### config.mk
export PLATFORM = sky130hd
export DESIGN_NAME = dma_chan_regs
export DESIGN_NICKNAME = d
export VERILOG_FILES = /design/src/rtl/dmr_pkg.sv /design/src/rtl/dmr_chan.sv /design/src/rtl/dmr_ctl.sv /design/src/rtl/dma_chan_regs.sv
export SDC_FILE = /design/constraint.sdc
export NUM_CORES = 1
export LEC_CHECK = 0
export BUFFER_PORTS_ARGS = -buffer_cell sky130_fd_sc_hd__buf_2
export CORE_AREA = 2 2 164 166
export CTS_BUF_LIST = sky130_fd_sc_hd__clkbuf_16
export CTS_CLUSTER_SIZE = 30
export DETAILED_ROUTE_END_ITERATION = 12
export DIE_AREA = 0 0 166 168
export PLACE_DENSITY = 0.81
export SLEW_MARGIN = 20
export SYNTH_ARGS = -nofsm -noshare
export SYNTH_HDL_FRONTEND = slang
export SYNTH_SLANG_ARGS = --single-unit
### constraint.sdc
create_clock -name clk -period 1.95 [get_ports clk]
set_input_delay 0.0975 -clock clk [delete_from_list [all_inputs] [get_ports clk]]
set_output_delay 0.0975 -clock clk [all_outputs]
set_load 0.02 [all_outputs]
### src/rtl/dmr_pkg.sv
package dmr_pkg;
  parameter int CH_N   = 4;
  parameter int BYTE_W = 8;
  parameter int IDX_W  = 4;
  localparam int WORD_W   = 2 * BYTE_W;
  localparam int CH_SEL_W = $clog2(CH_N);

  localparam logic [IDX_W-1:0] IDX_STATUS  = 4'h8;
  localparam logic [IDX_W-1:0] IDX_PTR_CLR = 4'hC;
  localparam logic [IDX_W-1:0] IDX_MCLR    = 4'hD;
  localparam logic [IDX_W-1:0] IDX_UNMASK  = 4'hE;
  localparam logic [IDX_W-1:0] IDX_MASKALL = 4'hF;

  typedef enum logic {HALF_LO = 1'b0, HALF_HI = 1'b1} half_e;
endpackage

### src/rtl/dmr_chan.sv
module dmr_chan
  import dmr_pkg::*;
(
  input  logic              clk,
  input  logic              rst,
  input  logic              we_addr,
  input  logic              we_cnt,
  input  half_e             half,
  input  logic [BYTE_W-1:0] wdata,
  input  logic              eng_ld,
  input  logic [WORD_W-1:0] eng_addr,
  input  logic [WORD_W-1:0] eng_cnt,
  output logic [WORD_W-1:0] base_addr,
  output logic [WORD_W-1:0] base_cnt,
  output logic [WORD_W-1:0] cur_addr,
  output logic [WORD_W-1:0] cur_cnt
);
  function automatic logic [WORD_W-1:0] put_byte(input logic [WORD_W-1:0] w,
                                                 input half_e h,
                                                 input logic [BYTE_W-1:0] b);
    logic [WORD_W-1:0] r;
    r = w;
    if (h == HALF_HI) r[WORD_W-1:BYTE_W] = b;
    else              r[BYTE_W-1:0]      = b;
    return r;
  endfunction

  always_ff @(posedge clk) begin
    if (rst) begin
      base_addr <= '0;
      base_cnt  <= '0;
      cur_addr  <= '0;
      cur_cnt   <= '0;
    end else begin
      if (eng_ld) begin
        cur_addr <= eng_addr;
        cur_cnt  <= eng_cnt;
      end
      if (we_addr) begin
        base_addr <= put_byte(base_addr, half, wdata);
        cur_addr  <= put_byte(cur_addr, half, wdata);
      end
      if (we_cnt) begin
        base_cnt <= put_byte(base_cnt, half, wdata);
        cur_cnt  <= put_byte(cur_cnt, half, wdata);
      end
    end
  end

  // engine loads never disturb the base copies
  p_eng_keeps_base_r4: assert property (@(posedge clk) disable iff (rst)
    (eng_ld && !we_addr && !we_cnt) |=> ($stable(base_addr) && $stable(base_cnt)));
endmodule

### src/rtl/dmr_ctl.sv
module dmr_ctl
  import dmr_pkg::*;
(
  input  logic             clk,
  input  logic             rst,
  input  logic             sel,
  input  logic             wr,
  input  logic [IDX_W-1:0] idx,
  input  logic [CH_N-1:0]  wbits,
  input  logic [CH_N-1:0]  tc_set,
  output half_e            half,
  output logic [CH_N-1:0]  we_addr,
  output logic [CH_N-1:0]  we_cnt,
  output logic [CH_N-1:0]  mask,
  output logic [CH_N-1:0]  tc
);
  logic reg_hit, do_wr, ptr_clr, mclr, unmask, maskall, stat_rd;
  logic [CH_N-1:0] tc_keep;

  assign reg_hit = sel && (idx < IDX_W'(2 * CH_N));
  assign do_wr   = sel && wr;
  assign ptr_clr = do_wr && (idx == IDX_PTR_CLR);
  assign mclr    = do_wr && (idx == IDX_MCLR);
  assign unmask  = do_wr && (idx == IDX_UNMASK);
  assign maskall = do_wr && (idx == IDX_MASKALL);
  assign stat_rd = sel && !wr && (idx == IDX_STATUS);

  for (genvar n = 0; n < CH_N; n++) begin : g_dec
    assign we_addr[n] = reg_hit && wr && !idx[0] && (idx[CH_SEL_W:1] == CH_SEL_W'(n));
    assign we_cnt[n]  = reg_hit && wr &&  idx[0] && (idx[CH_SEL_W:1] == CH_SEL_W'(n));
  end

  always_ff @(posedge clk) begin
    if (rst)                  half <= HALF_LO;
    else if (ptr_clr || mclr) half <= HALF_LO;
    else if (reg_hit)         half <= (half == HALF_LO) ? HALF_HI : HALF_LO;
  end

  always_ff @(posedge clk) begin
    if (rst)          mask <= '1;
    else if (mclr)    mask <= '1;
    else if (unmask)  mask <= '0;
    else if (maskall) mask <= wbits;
  end

  assign tc_keep = (mclr || stat_rd) ? '0 : tc;

  always_ff @(posedge clk) begin
    if (rst) tc <= '0;
    else     tc <= tc_keep | tc_set;
  end

  p_ptr_toggle_r2: assert property (@(posedge clk) disable iff (rst)
    reg_hit |=> (half != $past(half)));
  p_ptr_clear_r5: assert property (@(posedge clk) disable iff (rst)
    ptr_clr |=> (half == HALF_LO));
  p_mclr_masks_r6: assert property (@(posedge clk) disable iff (rst)
    mclr |=> ((mask == '1) && (half == HALF_LO)));
  p_unmask_r7: assert property (@(posedge clk) disable iff (rst)
    unmask |=> (mask == '0));
  p_stat_clears_r9: assert property (@(posedge clk) disable iff (rst)
    (stat_rd && (tc_set == '0)) |=> (tc == '0));
  p_tc_set_wins_r10: assert property (@(posedge clk) disable iff (rst)
    (tc_set != '0) |=> ((tc & $past(tc_set)) == $past(tc_set)));
  p_no_ptr_move_r11: assert property (@(posedge clk) disable iff (rst)
    (sel && !reg_hit && !ptr_clr && !mclr) |=> $stable(half));
endmodule

### src/rtl/dma_chan_regs.sv
module dma_chan_regs
  import dmr_pkg::*;
(
  input  logic                     clk,
  input  logic                     rst,
  input  logic                     bus_sel,
  input  logic                     bus_wr,
  input  logic [IDX_W-1:0]         bus_idx,
  input  logic [BYTE_W-1:0]        bus_wdata,
  output logic [BYTE_W-1:0]        bus_rdata,
  input  logic [CH_N-1:0]          chan_req,
  input  logic [CH_N-1:0]          tc_set,
  input  logic [CH_N-1:0]          eng_ld,
  input  logic [CH_N*WORD_W-1:0]   eng_addr,
  input  logic [CH_N*WORD_W-1:0]   eng_cnt,
  output logic [CH_N-1:0]          mask_o,
  output logic [CH_N-1:0]          tc_o,
  output logic [CH_N*WORD_W-1:0]   base_addr_o,
  output logic [CH_N*WORD_W-1:0]   base_cnt_o,
  output logic [CH_N*WORD_W-1:0]   cur_addr_o,
  output logic [CH_N*WORD_W-1:0]   cur_cnt_o
);
  half_e             half;
  logic [CH_N-1:0]   we_addr, we_cnt;
  logic [WORD_W-1:0] cur_a [CH_N];
  logic [WORD_W-1:0] cur_c [CH_N];
  logic [WORD_W-1:0] pick;
  logic [BYTE_W-1:0] rd_val;
  logic              rd_stb;

  dmr_ctl u_ctl (
    .clk    (clk),
    .rst    (rst),
    .sel    (bus_sel),
    .wr     (bus_wr),
    .idx    (bus_idx),
    .wbits  (bus_wdata[CH_N-1:0]),
    .tc_set (tc_set),
    .half   (half),
    .we_addr(we_addr),
    .we_cnt (we_cnt),
    .mask   (mask_o),
    .tc     (tc_o)
  );

  for (genvar n = 0; n < CH_N; n++) begin : g_ch
    dmr_chan u_chan (
      .clk      (clk),
      .rst      (rst),
      .we_addr  (we_addr[n]),
      .we_cnt   (we_cnt[n]),
      .half     (half),
      .wdata    (bus_wdata),
      .eng_ld   (eng_ld[n]),
      .eng_addr (eng_addr[n*WORD_W +: WORD_W]),
      .eng_cnt  (eng_cnt[n*WORD_W +: WORD_W]),
      .base_addr(base_addr_o[n*WORD_W +: WORD_W]),
      .base_cnt (base_cnt_o[n*WORD_W +: WORD_W]),
      .cur_addr (cur_a[n]),
      .cur_cnt  (cur_c[n])
    );
    assign cur_addr_o[n*WORD_W +: WORD_W] = cur_a[n];
    assign cur_cnt_o[n*WORD_W +: WORD_W]  = cur_c[n];
  end

  assign rd_stb = bus_sel && !bus_wr;

  always_comb begin
    pick = bus_idx[0] ? cur_c[bus_idx[CH_SEL_W:1]] : cur_a[bus_idx[CH_SEL_W:1]];
    if (bus_idx < IDX_W'(2 * CH_N))
      rd_val = (half == HALF_HI) ? pick[WORD_W-1:BYTE_W] : pick[BYTE_W-1:0];
    else if (bus_idx == IDX_STATUS)
      rd_val = BYTE_W'({chan_req, tc_o});
    else
      rd_val = '0;
  end

  always_ff @(posedge clk) begin
    if (rst)         bus_rdata <= '0;
    else if (rd_stb) bus_rdata <= rd_val;
  end

  p_unimpl_zero_r11: assert property (@(posedge clk) disable iff (rst)
    (rd_stb && (bus_idx > IDX_STATUS)) |=> (bus_rdata == '0));
  p_rdata_hold_r13: assert property (@(posedge clk) disable iff (rst)
    !rd_stb |=> $stable(bus_rdata));
  p_status_view_r9: assert property (@(posedge clk) disable iff (rst)
    (rd_stb && (bus_idx == IDX_STATUS)) |=> (bus_rdata[BYTE_W-1:CH_N] == $past(chan_req)));
endmodule

### Yosys cells after proc, flatten, opt, wreduce, memory -nomap -nowiden

Cells that the tools add are included.

* register bits: 273
* bits in latches: 0
* bits in writable memories: 0
* ROM bits: 0
* output and inout port bits: 272
* logic and storage cells: 164
* memories: 0

* add/subtract/negate cells: 0
* multiply operators: 0
* divide/modulo/power cells: 0
* magnitude comparators: 2
* eq/ne operators: 24
* shift-type cells: 0
* muxes and demuxes: 32
* bitwise operators: 3
* reductions and logical operators: 67

Operators with widths (count)
* $mux 16: 21
* $bmux 16 s2: 2
* $reduce_and 2->1: 32
* $mux 8: 5
* $ne 2x2->1 const B: 16
* $eq 4x4->1 const B: 5
* $logic_and 1x1->1: 19
* $reduce_bool 2->1: 9
* $mux 4: 3
* $eq 2x2->1 const B: 2
* $lt 4x4->1 const B: 1
* $or 4x4->4: 1
* $reduce_or 2->1: 2
* $ge 3x3->1 const B: 1
* $not 2->3: 1
* $eq 2x1->1 const B: 1
* $logic_not 1->1: 2
* $logic_not 2->1: 1
* $logic_or 1x1->1: 2
* $mux 1: 1
* $not 1->1: 1

### Logic depth before layout (Yosys ltp)

* depth after elaboration: 7
* depth in mapped cells: 7
* depth with buffers taken out: 4

### Hierarchy

From an unflattened synthesis, not the netlist that was laid out.

* cell total of the unflattened synthesis: 1396
* area, all modules: 13559.3 µm²

Modules (own cells, without submodules)
* dmr_chan: instances 4, cells an instance 303, area an instance 2899.0 µm²
* dma_chan_regs: instances 1, cells an instance 121, area an instance 1480.2 µm²
* dmr_ctl: instances 1, cells an instance 63, area an instance 483.0 µm²

### Worst setup path after synthesis

OpenSTA, ideal clock, no wires.

* path kind: flip-flop to flip-flop
* start point: reg u_ctl.half
* end point: reg g_ch[0].u_chan.cur_cnt[0]
* setup time: 103 ps
* data arrival time: 1506 ps
* required time: 1847 ps
* path slack: 341 ps
* cell stages (with the launch flop): 6
* period minus slack after synthesis: 1609 ps
* path through: dfxtp_1 -> buf_2 -> buf_4 -> nor3_4 -> a21oi_2 -> a2111oi_2

* longest elaborated chain between the ends: 2

RTL lines
* start: declaration: line dmr_ctl.sv:11 `output half_e half,`
* start signal: assignment: line dmr_ctl.sv:36 `else if (reg_hit) half <= (half == HALF_LO) ? HALF_HI : HALF_LO;`
* $ne 2x2->1 (no line)
* $reduce_and 2->1 (no line)
* end signal: assignment: line dmr_chan.sv:37 `cur_cnt <= eng_cnt;`
* end signal: assignment: line dmr_chan.sv:45 `cur_cnt <= put_byte(cur_cnt, half, wdata);`
* end: declaration: line dmr_chan.sv:16 `output logic [WORD_W-1:0] cur_cnt`

No other way between the ends.
A chain may end at the register's enable or synchronous reset.

### Final worst setup path

* start point: in bus_sel
* end point: reg g_ch[2].u_chan.cur_cnt[7]

* longest elaborated chain between the ends: 6

RTL lines
* start: declaration: line dma_chan_regs.sv:6 `input logic bus_sel,`
* $logic_and 1x1->1 (*): line dmr_ctl.sv:20 `assign reg_hit = sel && (idx < IDX_W'(2 * CH_N));`
* $logic_and 1x1->1 (*) (3 in a row): line dmr_ctl.sv:30 `assign we_cnt[n] = reg_hit && wr && idx[0] && (idx[CH_SEL_W:1] == CH_SEL_W'(n));`
* $ne 2x2->1 (no line) / $reduce_bool 2->1 (equally long branches)
* $reduce_and 2->1 (no line)
* end signal: assignment: line dmr_chan.sv:37
* end signal: assignment: line dmr_chan.sv:45
* end: declaration: line dmr_chan.sv:16

Every way passes the cells marked *; elsewhere a longest branch is shown, timed or not.

==> results.py <==
metrics = {
    "yosys": {
        "synth_adder_area_share_pct": 0,
        "synth_edf_count": 0,
        "yosysWarnings": 0,
        "synth_top_family_by_area": "compound AO/OA/AOI/OAI gates",
        "synth_cell_types": 52,
        "syn-num-nets": 1597,
        "synth_compound_area_share_pct": 20.4,
        "ys_seq_area_share_pct": 40.7,
        "muxShareOfSynthArea_pct": 10.7,
        "synthArstFlopShare_pct": 0,
        "syn_area_per_cell_um2": 9.31,
        "syn_inst": 1441,
        "ys.flop_type": "dfxtp_1",
        "ys_ff_latch": 273,
        "synth-simple-area-share_pct": 19.7,
        "synth.cell_area_mm2": 0.0134,
        "synth_xor_area_share_pct": 0,
    },
    "power": {
        "ir_drop_uv": 736,
        "power_density_mw_per_mm2": 789,
        "power_frac_comb_pct": 15.8,
        "switchingPower_mw": 4.01,
        "p_int_mw": 10.0,
        "power_frac_clock_pct": 41.2,
        "pwr-share-seq_pct": 43.0,
        "cellLeakagePower_nw": 7.93,
        "swShare_pct": 28.5,
    },
    "cells_and_area": {
        "regArea_mm2": 0.00547,
        "stdcell_count": 2281,
        "multi_input_area_mm2": 0.00682,
        "area_growth_pct": 32.8,
        "nNetsFinal": 2069,
        "final_layout_size_suffix_gt1_share_pct": 36.6,
        "final_cell_mix": "buf_2 (426), dfxtp_1 (272), nor2_1 (200), inv_1 (134), nor3b_1 (129)",
        "nFillCells": 2018,
        "fin_area_mm2": 0.0178,
        "final_common_cell": "buf_2",
    },
    "sta": {
        "post-route-period-util_pct": 96.7,
        "maxClockFrequency_mhz": 530,
        "layout_min_cycle_time_ns": 1.89,
        "worstMarginPinSlew_ns": 1.05,
        "whs_ns": -0.00960,
        "setup-violations-final": 0,
        "maxSlewViolCount": 0,
        "finalHoldViolCount": 2,
        "fin_skew_ns": 0.00726,
        "setup_tns_ns": 0,
        "relSlewSlack_pct": 29.9,
    },
    "clock_tree": {
        "clock_latency_ns": 0.55,
        "cts_buffer_depth": 3,
        "cts.reportedPaths.clkPinSlew_ns": 0.07,
        "htree_num_levels": 1,
        "cts_tree": "built",
        "root_buffer": "clkbuf_16",
        "clock-sinks": 273,
        "cts_setup_buffers": 0,
        "cts_made_buffers": 29,
    },
    "placement": {
        "io_buffers": 427,
        "placed_area_mm2": 0.0160,
        "placed_cells": 2138,
        "place.gp.congestion": 0.960,
        "hpwl_mm": 38.4,
    },
    "critical_path": {
        "cp_max_fo": 8,
        "crit_type": "in2reg",
        "arrival_ns": 2.28,
        "cp-start-kind": "primary input",
        "critPathCaptureType": "flip-flop",
        "required_ns": 2.35,
    },
    "status": {
        "status": "finished, violations left",
        "violations": "hold timing",
    },
    "drt": {
        "num_vias": 13900,
        "drtAntennaViolNets": 0,
        "post_drt_wl_per_cell_um": 24.0,
        "totalWireLength_mm": 54.8,
        "dr.pass1.iters": 6,
        "drt_iter0_markers": 1667,
        "drc_errors": 0,
        "drt-vias-per-instance": 6.10,
    },
    "floorplan": {
        "core_area_mm2": 0.0264,
        "floorplan.initialDensity_pct": 50.9,
        "die_w_um": 166,
        "die_area_mm2": 0.0279,
        "io_pins": 428,
        "std_cell_rows": 60,
        "die_y_um": 168,
    },
    "grt": {
        "overflow": 0,
        "grt_max_degree": 196,
        "antenna_found_initial": 9,
        "gr-usage-all-layers_pct": 37.5,
        "grt_pass1_wl_mm": 81.6,
        "first_global_vias": 13600,
    },
    "run": {
        "drv_cap": 0,
    },
    "worst_hold_path": {
        "min_path_type": "in2reg",
    },
}
==> through the flow <==
step,setup slack (ns),total power [mW],util (%)
floorplan,0.341,7.33,-
global placement,0.131,8.14,60.6
detailed placement,0.0667,8.18,60.6
CTS,0.138,14.0,67.5
global route,-0.0186,14.4,67.6
finish,0.0641,14.1,67.6
==> registers in the layout (all words and copies together), names as in the netlist <==
name                   flops
u_ctl.half                 1
g_ch.u_chan.base_cnt      64
u_ctl.mask                 4
bus_rdata                  8
g_ch.u_chan.cur_cnt       64
g_ch.u_chan.cur_addr      64
g_ch.u_chan.base_addr     64
u_ctl.tc                   4
==> layout make-up <==
| type | count | area share (%) |
|---|---|---|
| diodes | 5 | 0.0702 |
| clock buffers | 29 | 4.07 |
| clock inverters | 24 | 1.42 |
| inverters | 130 | 2.74 |
| multi-input cells | 895 | 38.3 |
| flip-flops and latches | 273 | 30.7 |
| well taps | 341 | 2.40 |
| repair buffers | 584 | 20.3 |
==> cells in the mapped netlist (all sizes together), types with 2 or more instances <==
master	number	share of area, %
nand3	17	0.63
nor3	9	1.0
mux2i	75	5.6
o21ai	64	2.4
dfxtp	273	41
o211ai	3	0.21
nand2	83	2.5
nor2	208	6.2
a22oi	12	0.67
and2	2	0.093
or2	10	0.47
mux4	30	5.0
a2111oi	128	12
nor2b	3	0.14
a21boi	8	1.1
buf	59	2.5
a21oi	77	3.1
clkbuf	84	2.4
nor3b	129	7.2
inv	130	3.6
o221ai	7	0.46
nand2b	13	0.62
==> repair_timing <==
action / CTS / global route
gates resized for setup: 0 / 6
hold buffers: 85 / 0
endpoints found under the hold margin: 88 / 0
setup endpoints to repair: 0 / 6
==> per-layer routing <==
metal | up-vias | track usage [%] | share of wire, %
met5 | - | 0 | 0.091
met4 | 8 | 19.3 | 5.8
met3 | 220 | 8.04 | 11
met2 | 1052 | 61.1 | 46
met1 | 6626 | 47.2 | 37
li1 | 6007 | - | -
==> worst max-delay path: stages <==
cell           delay [ns]
dlygate4sd3_1        0.54
buf_2                0.14
and4b_1              0.37
nand2_1              0.24
a21oi_2              0.72
a2111oi_2            0.17
==> kinds of logic (layout without fill, tap and decap cells) <==
kind of cell,Yosys count,after routing
AO/OA/AOI/OAI,305,305
buffers and inverters,273,767
flip-flops,273,273
multiplexers,106,106
other,0,5
AND/OR/NAND/NOR,484,484
==> power by group through the flow <==
stage / sequential (mW) / combinational [mW] / clock (mW)
2_1_floorplan: 6.33 / 0.998 / 0
3_3_place_gp: 6.15 / 1.99 / 0
3_5_place_dp: 6.16 / 2.02 / 0
4_1_cts: 6.03 / 2.17 / 5.79
5_1_grt: 6.06 / 2.32 / 6.00
6_report: 6.05 / 2.22 / 5.79
==> final timing paths <==
kind                 start                     endpoint  slack (ns)  depth (start not counted)
min reg2reg  u_ctl.mask[3]                u_ctl.mask[3]        0.47                          2
max                bus_sel    g_ch[2].u_chan.cur_cnt[7]        0.06                          6
min           eng_addr[13]  g_ch[0].u_chan.cur_addr[13]       -0.01                          3
max reg2reg     u_ctl.half  g_ch[0].u_chan.cur_addr[10]        0.15                          4
Note: power is estimated with default switching activity, not from simulation.
